$ cat src/rtl/oc_fault_reporter.sv
module oc_fault_reporter #(
  parameter int NCH      = 16,
  parameter int FILT_LEN = 16,
  parameter int AW       = 4
) (
  input  logic           clk,
  input  logic           rst_n,
  input  logic [NCH-1:0] oc_raw,
  input  logic           wr_en,
  input  logic [AW-1:0]  addr,
  input  logic [7:0]     wdata,
  output logic [7:0]     rdata,
  output logic           irq_n
);
  localparam int NB     = (NCH + 7) / 8;
  localparam int PADW   = NB * 8;
  localparam int CW     = $clog2(FILT_LEN) + 1;
  localparam int A_LIVE = NB;
  localparam int A_STAT = 2 * NB;
  localparam int A_CTRL = 2 * NB + 1;

  logic [NCH-1:0] latched;
  logic [NCH-1:0] qual;
  logic           bypass;
  logic           ctrl_wr;
  logic           eoi;
  logic [PADW-1:0] lat_pad, live_pad;
  logic           wdata_unused;

  assign ctrl_wr      = wr_en && (addr == AW'(A_CTRL));
  assign eoi          = ctrl_wr && wdata[1];
  assign wdata_unused = ^wdata[7:2];

  for (genvar g = 0; g < NCH; g++) begin : g_ch
    logic [CW-1:0] run;
    always_ff @(posedge clk or negedge rst_n)
      if (!rst_n)                         run <= '0;
      else if (!oc_raw[g])                run <= '0;
      else if (run != CW'(FILT_LEN - 1))  run <= run + 1'b1;
    assign qual[g] = oc_raw[g] & (bypass | (run == CW'(FILT_LEN - 1)));
  end

  always_ff @(posedge clk or negedge rst_n)
    if (!rst_n) latched <= '0;
    else        latched <= (eoi ? '0 : latched) | qual;

  always_ff @(posedge clk or negedge rst_n)
    if (!rst_n)       bypass <= 1'b0;
    else if (ctrl_wr) bypass <= wdata[0];

  assign irq_n    = ~|latched;
  assign lat_pad  = PADW'(latched);
  assign live_pad = PADW'(oc_raw);

  always_comb begin
    rdata = '0;
    for (int b = 0; b < NB; b++) begin
      if (addr == AW'(b))          rdata = lat_pad[b*8 +: 8];
      if (addr == AW'(A_LIVE + b)) rdata = live_pad[b*8 +: 8];
    end
    if (addr == AW'(A_STAT)) rdata = {6'b0, |latched, |oc_raw};
    if (addr == AW'(A_CTRL)) rdata = {7'b0, bypass};
  end
endmodule

$ cat config.mk
export PLATFORM = sky130hd
export DESIGN_NAME = oc_fault_reporter
export DESIGN_NICKNAME = d
export VERILOG_FILES = /design/src/rtl/oc_fault_reporter.sv
export SDC_FILE = /design/constraint.sdc
export NUM_CORES = 1
export LEC_CHECK = 0
export CORE_MARGIN = 8
export CORE_UTILIZATION = 57
export CTS_CLUSTER_DIAMETER = 80
export DETAILED_ROUTE_END_ITERATION = 8
export PLACE_DENSITY = 0.77
export SYNTH_ARGS = -nofsm -noshare
export SYNTH_HDL_FRONTEND = slang
export SYNTH_SLANG_ARGS = --single-unit
$ cat constraint.sdc
create_clock -name clk -period 2.2 [get_ports clk]
set_clock_uncertainty 0.05 [all_clocks]
set_input_delay 0.22 -clock clk [delete_from_list [all_inputs] [get_ports clk]]
set_output_delay 0.22 -clock clk [all_outputs]
set_load 0.01 [all_outputs]
==> results.toml, run 1 <==
[detailed_routing]
first_iter_violations = 127
ant_nets = 0
wl_per_cell_microns = 15.6
drt_first_pass_iters = 4
drc_errors = 0
wl_microns = 9940
viasPerCell = 5.45
vias = 3465

[critical_path]
crit_type = "in2out"
crit_path_start_kind = "primary input"
worstSetupEndpointType = "output port"
arrival_ns = 1.88
critical_path.max_fanout = 11
crit_required_ns = 1.93
timing.rr.start = "g_ch[4].run[0]$_DFFE_PN0P_"
r2r_end = "g_ch[4].run[3]$_DFFE_PN0P_"
reg2reg_slack_ns = 0.40
r2r_cells = 6

[global_route]
antenna_found_initial = 0
grt_pass1_wl_microns = 17400
grt_max_degree = 42
grt_pass1_vias = 3666
grt_usage = 0.170
grt_overflow = 0

[logic_synthesis]
yosys-top-cells-area = "dfrtp_1 47%, and2_1 8.5%, xnor2_1 8.2%"
synth_top_area_cell = "dfrtp_1"
synth_nets = 537
synthCells = 474
synth_edf_count = 0
ys_warn_count = 0
ys_ff_latch = 97
syn_area_per_cell_sq_um = 10.9
ys.flop_type = "dfrtp_1"
syn-cell-area_sq_um = 5150
ys_seq_area_frac = 0.472
ys_types = 25
synth-async-reset-ratio = 1.00
synth_top_area_frac = 0.472

[layout]
multi_input_area_sq_um = 2580
drive_gt1_frac = 0.0985
antenna_cells = 0
syn_to_final_growth_pct = 15.6
num-fill-cells = 670
stdcell_count = 636
final_util = 0.682
regArea_sq_um = 2430
nets = 587

[timing]
setup_viol_count_final = 0
rsz0062_at_grt = "false"
slew_viol_final = 0
hold_viol = 0
worst_slack_ns = 0.0530
post-route-period-util = 0.976
tightest_slew_ns = 0.557
relSlewSlack = 0.629
post-route-min-period_ns = 2.15
max_freq_ghz = 0.466

[outcome]
status = "complete, no violations"

[power_and_ir_drop]
swShare = 0.266
seq_power_share = 0.545
pwr-share-clk = 0.319
ir_drop_v = 0.000327
powerDensity_nw_per_um2 = 610
switchingPower_mw = 0.965
p_leak_nw = 2.63
combPwrFrac = 0.136
internal_power_mw = 2.66

[job]
maxCapViolations = 0

[clocking]
cts-buffers-inserted = 9
clk_latency_ns = 0.37
path_clk_slew_ns = 0.10
htreeDepth = 3
cts_root_buf = "clkbuf_8"
cts.sinks = 97
cts_tree = "done"
clockBufferDepth = 2

[placement]
post-dp-hpwl_microns = 7270
gp_congestion = 0.803
dp_cells = 618
place_ws_ns = -0.158
portBuffers = 33

[floorplanning]
dieArea_sq_um = 12300
dieWidth_microns = 111
core_area_sq_um = 8720
floorplan.initialDensity = 0.590
rows = 34
die_h_microns = 111
pin_count = 40

[hold_path]
min-delay-path-class = "in2async"
cells by family (layout without fill, tap and decap cells):
kind of cell / after synthesis / count (layout) / share of synthesized area
muxes: 25 / 25 / 0.0727
AOI/OAI and AO/OA: 35 / 35 / 0.0340
buffers and inverters: 37 / 91 / 0.0314
and+or+nand+nor: 200 / 200 / 0.231
adders and majority gates: 32 / 32 / 0.0778
DFF: 97 / 97 / 0.472
xor gates and xnor gates: 48 / 48 / 0.0817
area by class of cell:
cell class | count | share of cell area
multi-input combinational | 340 | 0.433
sequential | 97 | 0.408
timing repair buffer | 59 | 0.0927
tap | 108 | 0.0227
clock buffer | 9 | 0.0208
clock inverter | 6 | 0.0118
inverter | 17 | 0.0107
timing repair:
action | 4_1_cts | 5_1_grt
gates resized for setup | 11 | 5
pin swaps | 1 | 0
setup endpoints to repair | 9 | 2
hold buffers | 1 | 0
setup buffers | 0 | 2
hold endpoints to repair | 39 | 0
worst max path at each step:
stage          depth (start not counted)                        from  slack (ns)                    endpoint
2_1_floorplan                          7  g_ch[0].run[0]$_DFFE_PN0P_        0.49  g_ch[0].run[3]$_DFFE_PN0P_
3_3_place_gp                           5                     addr[0]       -0.13                    rdata[2]
3_5_place_dp                           5                     addr[0]       -0.16                    rdata[2]
4_1_cts                                5                     addr[0]        0.03                    rdata[2]
5_1_grt                                5                     addr[0]        0.02                    rdata[2]
6_report                               5                     addr[0]        0.05                    rdata[2]
state kept, by name (all words and copies together), names as in the netlist:
name	flops
g_ch.run	80
lat_pad	16
bypass	1
Yosys cell counts, types with 2 or more instances:
cell / count
mux4_1: 5
and2_1: 70
and3_1: 16
xnor2_1: 48
nor2b_1: 16
nand2_1: 51
nand2b_1: 16
dfrtp_1: 97
mux4_2: 3
inv_1: 17
clkbuf_1: 17
ha_1: 32
nand4b_1: 16
mux2i_1: 16
o21ai_0: 34
nor4_1: 8
buf_6: 3
nor2_1: 2
metrics by stage:
stage / cell area [sq um] / TNS, ns / power, mW / hold slack (ns)
2_1_floorplan: 5150 / 0 / 2.25 / -0.126
3_3_place_gp: 5720 / -0.922 / 2.48 / 0.187
3_5_place_dp: 5720 / -1.01 / 2.51 / 0.196
4_1_cts: 5920 / 0 / 3.66 / 0.330
5_1_grt: 5950 / 0 / 3.79 / 0.383
6_report: 5950 / 0 / 3.63 / 0.320
critical path, cell delays in order:
cell and delay, ns:
clkdlybuf4s50_1 0.51, buf_12 0.15, mux4_1 0.55, and2_1 0.17, dlygate4sd2_1 0.28
metal layers:
layer	vias up	share of wire	track usage	routed length, microns
met5	-	0	0	0
met4	0	0.014	0.0631	140
met3	11	0.035	0.0281	343
met2	45	0.47	0.271	4670
met1	1722	0.48	0.226	4780
li1	1687	-	-	-
placed cells by master, fill, tap and decap left out, drive strengths merged, types with 2 or more instances in the layout:
master	synthesis	routed
and2	70	70
and3	16	16
buf	3	26
clkbuf	17	9
clkdlybuf4s50	0	22
clkinv	0	2
clkinvlp	0	3
dfrtp	97	97
dlygate4sd2	0	9
ha	32	32
inv	17	17
mux2i	16	16
mux4	8	8
nand2	51	51
nand2b	16	16
nand4	2	2
nand4b	16	16
nor2	2	2
nor2b	16	16
nor4	8	8
o21ai	35	35
xnor2	48	48
power groups by stage:
stage / Combinational [mW] / Clock, mW / Sequential [mW]
final: 0.492 / 1.16 / 1.98
after global routing: 0.556 / 1.24 / 1.99
after CTS: 0.496 / 1.19 / 1.98
after detailed placement: 0.500 / 0 / 2.01
after global placement: 0.478 / 0 / 2.00
after floorplan: 0.259 / 0 / 1.99
No activity file was read; power rests on OpenSTA's default activity.
==> run 2: changes to the inputs <==
--- a/config.mk
+++ b/config.mk
@@ -6,10 +6,10 @@
 export NUM_CORES = 1
 export LEC_CHECK = 0
 export CORE_MARGIN = 8
-export CORE_UTILIZATION = 57
+export CORE_UTILIZATION = 53
 export CTS_CLUSTER_DIAMETER = 80
 export DETAILED_ROUTE_END_ITERATION = 8
-export PLACE_DENSITY = 0.77
+export PLACE_DENSITY = 0.75
 export SYNTH_ARGS = -nofsm -noshare
 export SYNTH_HDL_FRONTEND = slang
 export SYNTH_SLANG_ARGS = --single-unit
==> constraint.sdc (replaced) <==
create_clock -name clk -period 1.86 [get_ports clk]
set_clock_uncertainty 0.05 [all_clocks]
set_input_delay 0.186 -clock clk [delete_from_list [all_inputs] [get_ports clk]]
set_output_delay 0.186 -clock clk [all_outputs]
set_load 0.01 [all_outputs]
==> results.toml, run 2 (same netlist as run 1, synthesis figures left out) <==
[outcome]
status = "complete, no violations"

[critical_path]
path_cells = "nor4_2, and4_4, o21ai_2, buf_2"
cp_top_family = "simple AND/OR/NAND/NOR gates"
worstSetupEndpointType = "output port"
reg2reg_slack_ns = 0.10
crit_type = "reg2out"
critical_path.max_fanout = 3
endpoint = "rdata[1]"
cpPeakStageDelay_ns = 0.41
r2r_end = "g_ch[11].run[3]$_DFFE_PN0P_"
r2r_cells = 6
critPathLaunch = "lat_pad[8]$_DFF_PN0_"
cp_slowest_cell = "dfrtp_1"
crit_buf_inv = 1
crit_required_ns = 1.62
arrival_ns = 1.60
crit_path_start_kind = "flop"
cp.depth = 4
timing.rr.start = "g_ch[11].run[0]$_DFFE_PN0P_"

[placement]
post-dp-hpwl_microns = 7300
gp_congestion = 0.754
dp_cells = 651
portBuffers = 33
place_ws_ns = -0.443

[layout]
antenna_cells = 0
mostFrequentLayoutCells = "97 x dfrtp_1, 67 x and2_1, 51 x nand2_1"
top_register = "g_ch.run"
stdcell_count = 672
final_common_cell = "dfrtp_1"
syn_to_final_growth_pct = 17.4
largest_reg_flops = 80
nets = 597
drive_gt1_frac = 0.152

[clocking]
cts_tree = "done"
cts-buffers-inserted = 9
htreeDepth = 3
clockBufferDepth = 2
cts_root_buf = "clkbuf_8"
path_clk_slew_ns = 0.09
cts.sinks = 97
clk_latency_ns = 0.36

[job]
maxCapViolations = 0

[global_route]
antenna_found_initial = 0
grt_pass1_wl_microns = 17100
grt_overflow = 0
grt_pass1_vias = 3621
grt_max_degree = 38
grt_usage = 0.164

[timing]
tightest_slew_ns = 0.437
post-route-period-util = 0.985
worst_slack_ns = 0.0286
setup_viol_count_final = 0
max_freq_ghz = 0.546
slew_viol_final = 0
setup_tns_ns = 0
rsz0062_at_grt = "true"
post-route-min-period_ns = 1.83
relSlewSlack = 0.709
hold_viol = 0

[detailed_routing]
viasPerCell = 5.19
drt_first_pass_iters = 4
vias = 3487
first_iter_violations = 153
ant_nets = 0
drc_errors = 0
wl_per_cell_microns = 14.6
wl_microns = 9810

[floorplanning]
core_area_sq_um = 9590
dieArea_sq_um = 13100
rows = 36
dieWidth_microns = 115
pin_count = 40
floorplan.initialDensity = 0.536
die_h_microns = 115

[hold_path]
min-delay-path-class = "in2async"

[power_and_ir_drop]
ir_drop_v = 0.000329
powerDensity_nw_per_um2 = 720
p_leak_nw = 2.69
-- run 2: cell count changes in the layout (fill, tap and decap cells not counted), sizes merged --
| cell | before | now |
|---|---|---|
| clkdlybuf4s50 | 22 | 10 |
| dlygate4sd2 | 9 | 13 |
| clkinv | 2 | 1 |
| clkdlybuf4s15 | 1 | 0 |
| clkinvlp | 3 | 2 |
| buf | 26 | 45 |
| clkbuf | 9 | 12 |
-- run 2: per-layer routing --
layer,up-vias,global-route usage,wire length (microns)
met2,43,0.277,4860
met4,0,0.0568,143
li1,1701,-,-
met5,-,0,0
met1,1731,0.203,4440
met3,12,0.0369,368
-- run 2: per-stage QoR --
stage                      util  area (sq um)  hold slack, ns  power (mW)
after floorplan               -          5150          -0.160        2.66
after global placement    0.605          5800           0.108        2.93
after detailed placement  0.605          5800           0.107        2.96
after CTS                 0.627          6010           0.246        4.42
after global routing      0.629          6040           0.285        4.59
final                     0.629          6040           0.252        4.35
-- run 2: what timing repair did --
| item | in CTS | in global routing |
|---|---|---|
| resized for setup | 57 | 8 |
| setup endpoints to repair | 9 | 6 |
| pin swaps | 7 | 4 |
| hold buffers | 1 | 0 |
| setup buffers | 3 | 1 |
| hold endpoints to repair | 30 | 0 |
-- run 2: worst min-delay path by stage --
stage          startpoint                         end  cells after the start
2_1_floorplan       rst_n          bypass$_DFFE_PN0N_                      0
3_3_place_gp        rst_n  g_ch[2].run[2]$_DFFE_PN0P_                      1
3_5_place_dp        rst_n  g_ch[2].run[2]$_DFFE_PN0P_                      1
4_1_cts             rst_n  g_ch[2].run[2]$_DFFE_PN0P_                      2
5_1_grt         oc_raw[4]  g_ch[4].run[1]$_DFFE_PN0P_                      2
6_report            rst_n  g_ch[2].run[2]$_DFFE_PN0P_                      2
-- run 2: final cells by class --
class / count / area [sq um]
fill: 772 / 3550
multi-input combinational: 340 / 2600
sequential: 97 / 2430
timing repair buffer: 69 / 564
tap: 133 / 166
clock buffer: 12 / 165
inverter: 17 / 63.8
clock inverter: 4 / 50.0
-- run 2: power breakdown --
group | internal, mW | switching [mW] | leakage, nW
logic | 0.296 | 0.282 | 1.35
registers | 2.23 | 0.109 | 1.24
clock network | 0.729 | 0.704 | 0.105
==> run 3: changes to the inputs <==
--- a/config.mk
+++ b/config.mk
@@ -5,10 +5,12 @@
 export SDC_FILE = /design/constraint.sdc
 export NUM_CORES = 1
 export LEC_CHECK = 0
+export CAP_MARGIN = 20
 export CORE_MARGIN = 8
 export CORE_UTILIZATION = 53
 export CTS_CLUSTER_DIAMETER = 80
 export DETAILED_ROUTE_END_ITERATION = 8
+export GPL_ROUTABILITY_DRIVEN = 1
 export PLACE_DENSITY = 0.75
 export SYNTH_ARGS = -nofsm -noshare
 export SYNTH_HDL_FRONTEND = slang
==> results of run 3 <==
Same layout as run 2: the final DEF is identical, and so are final timing and power.
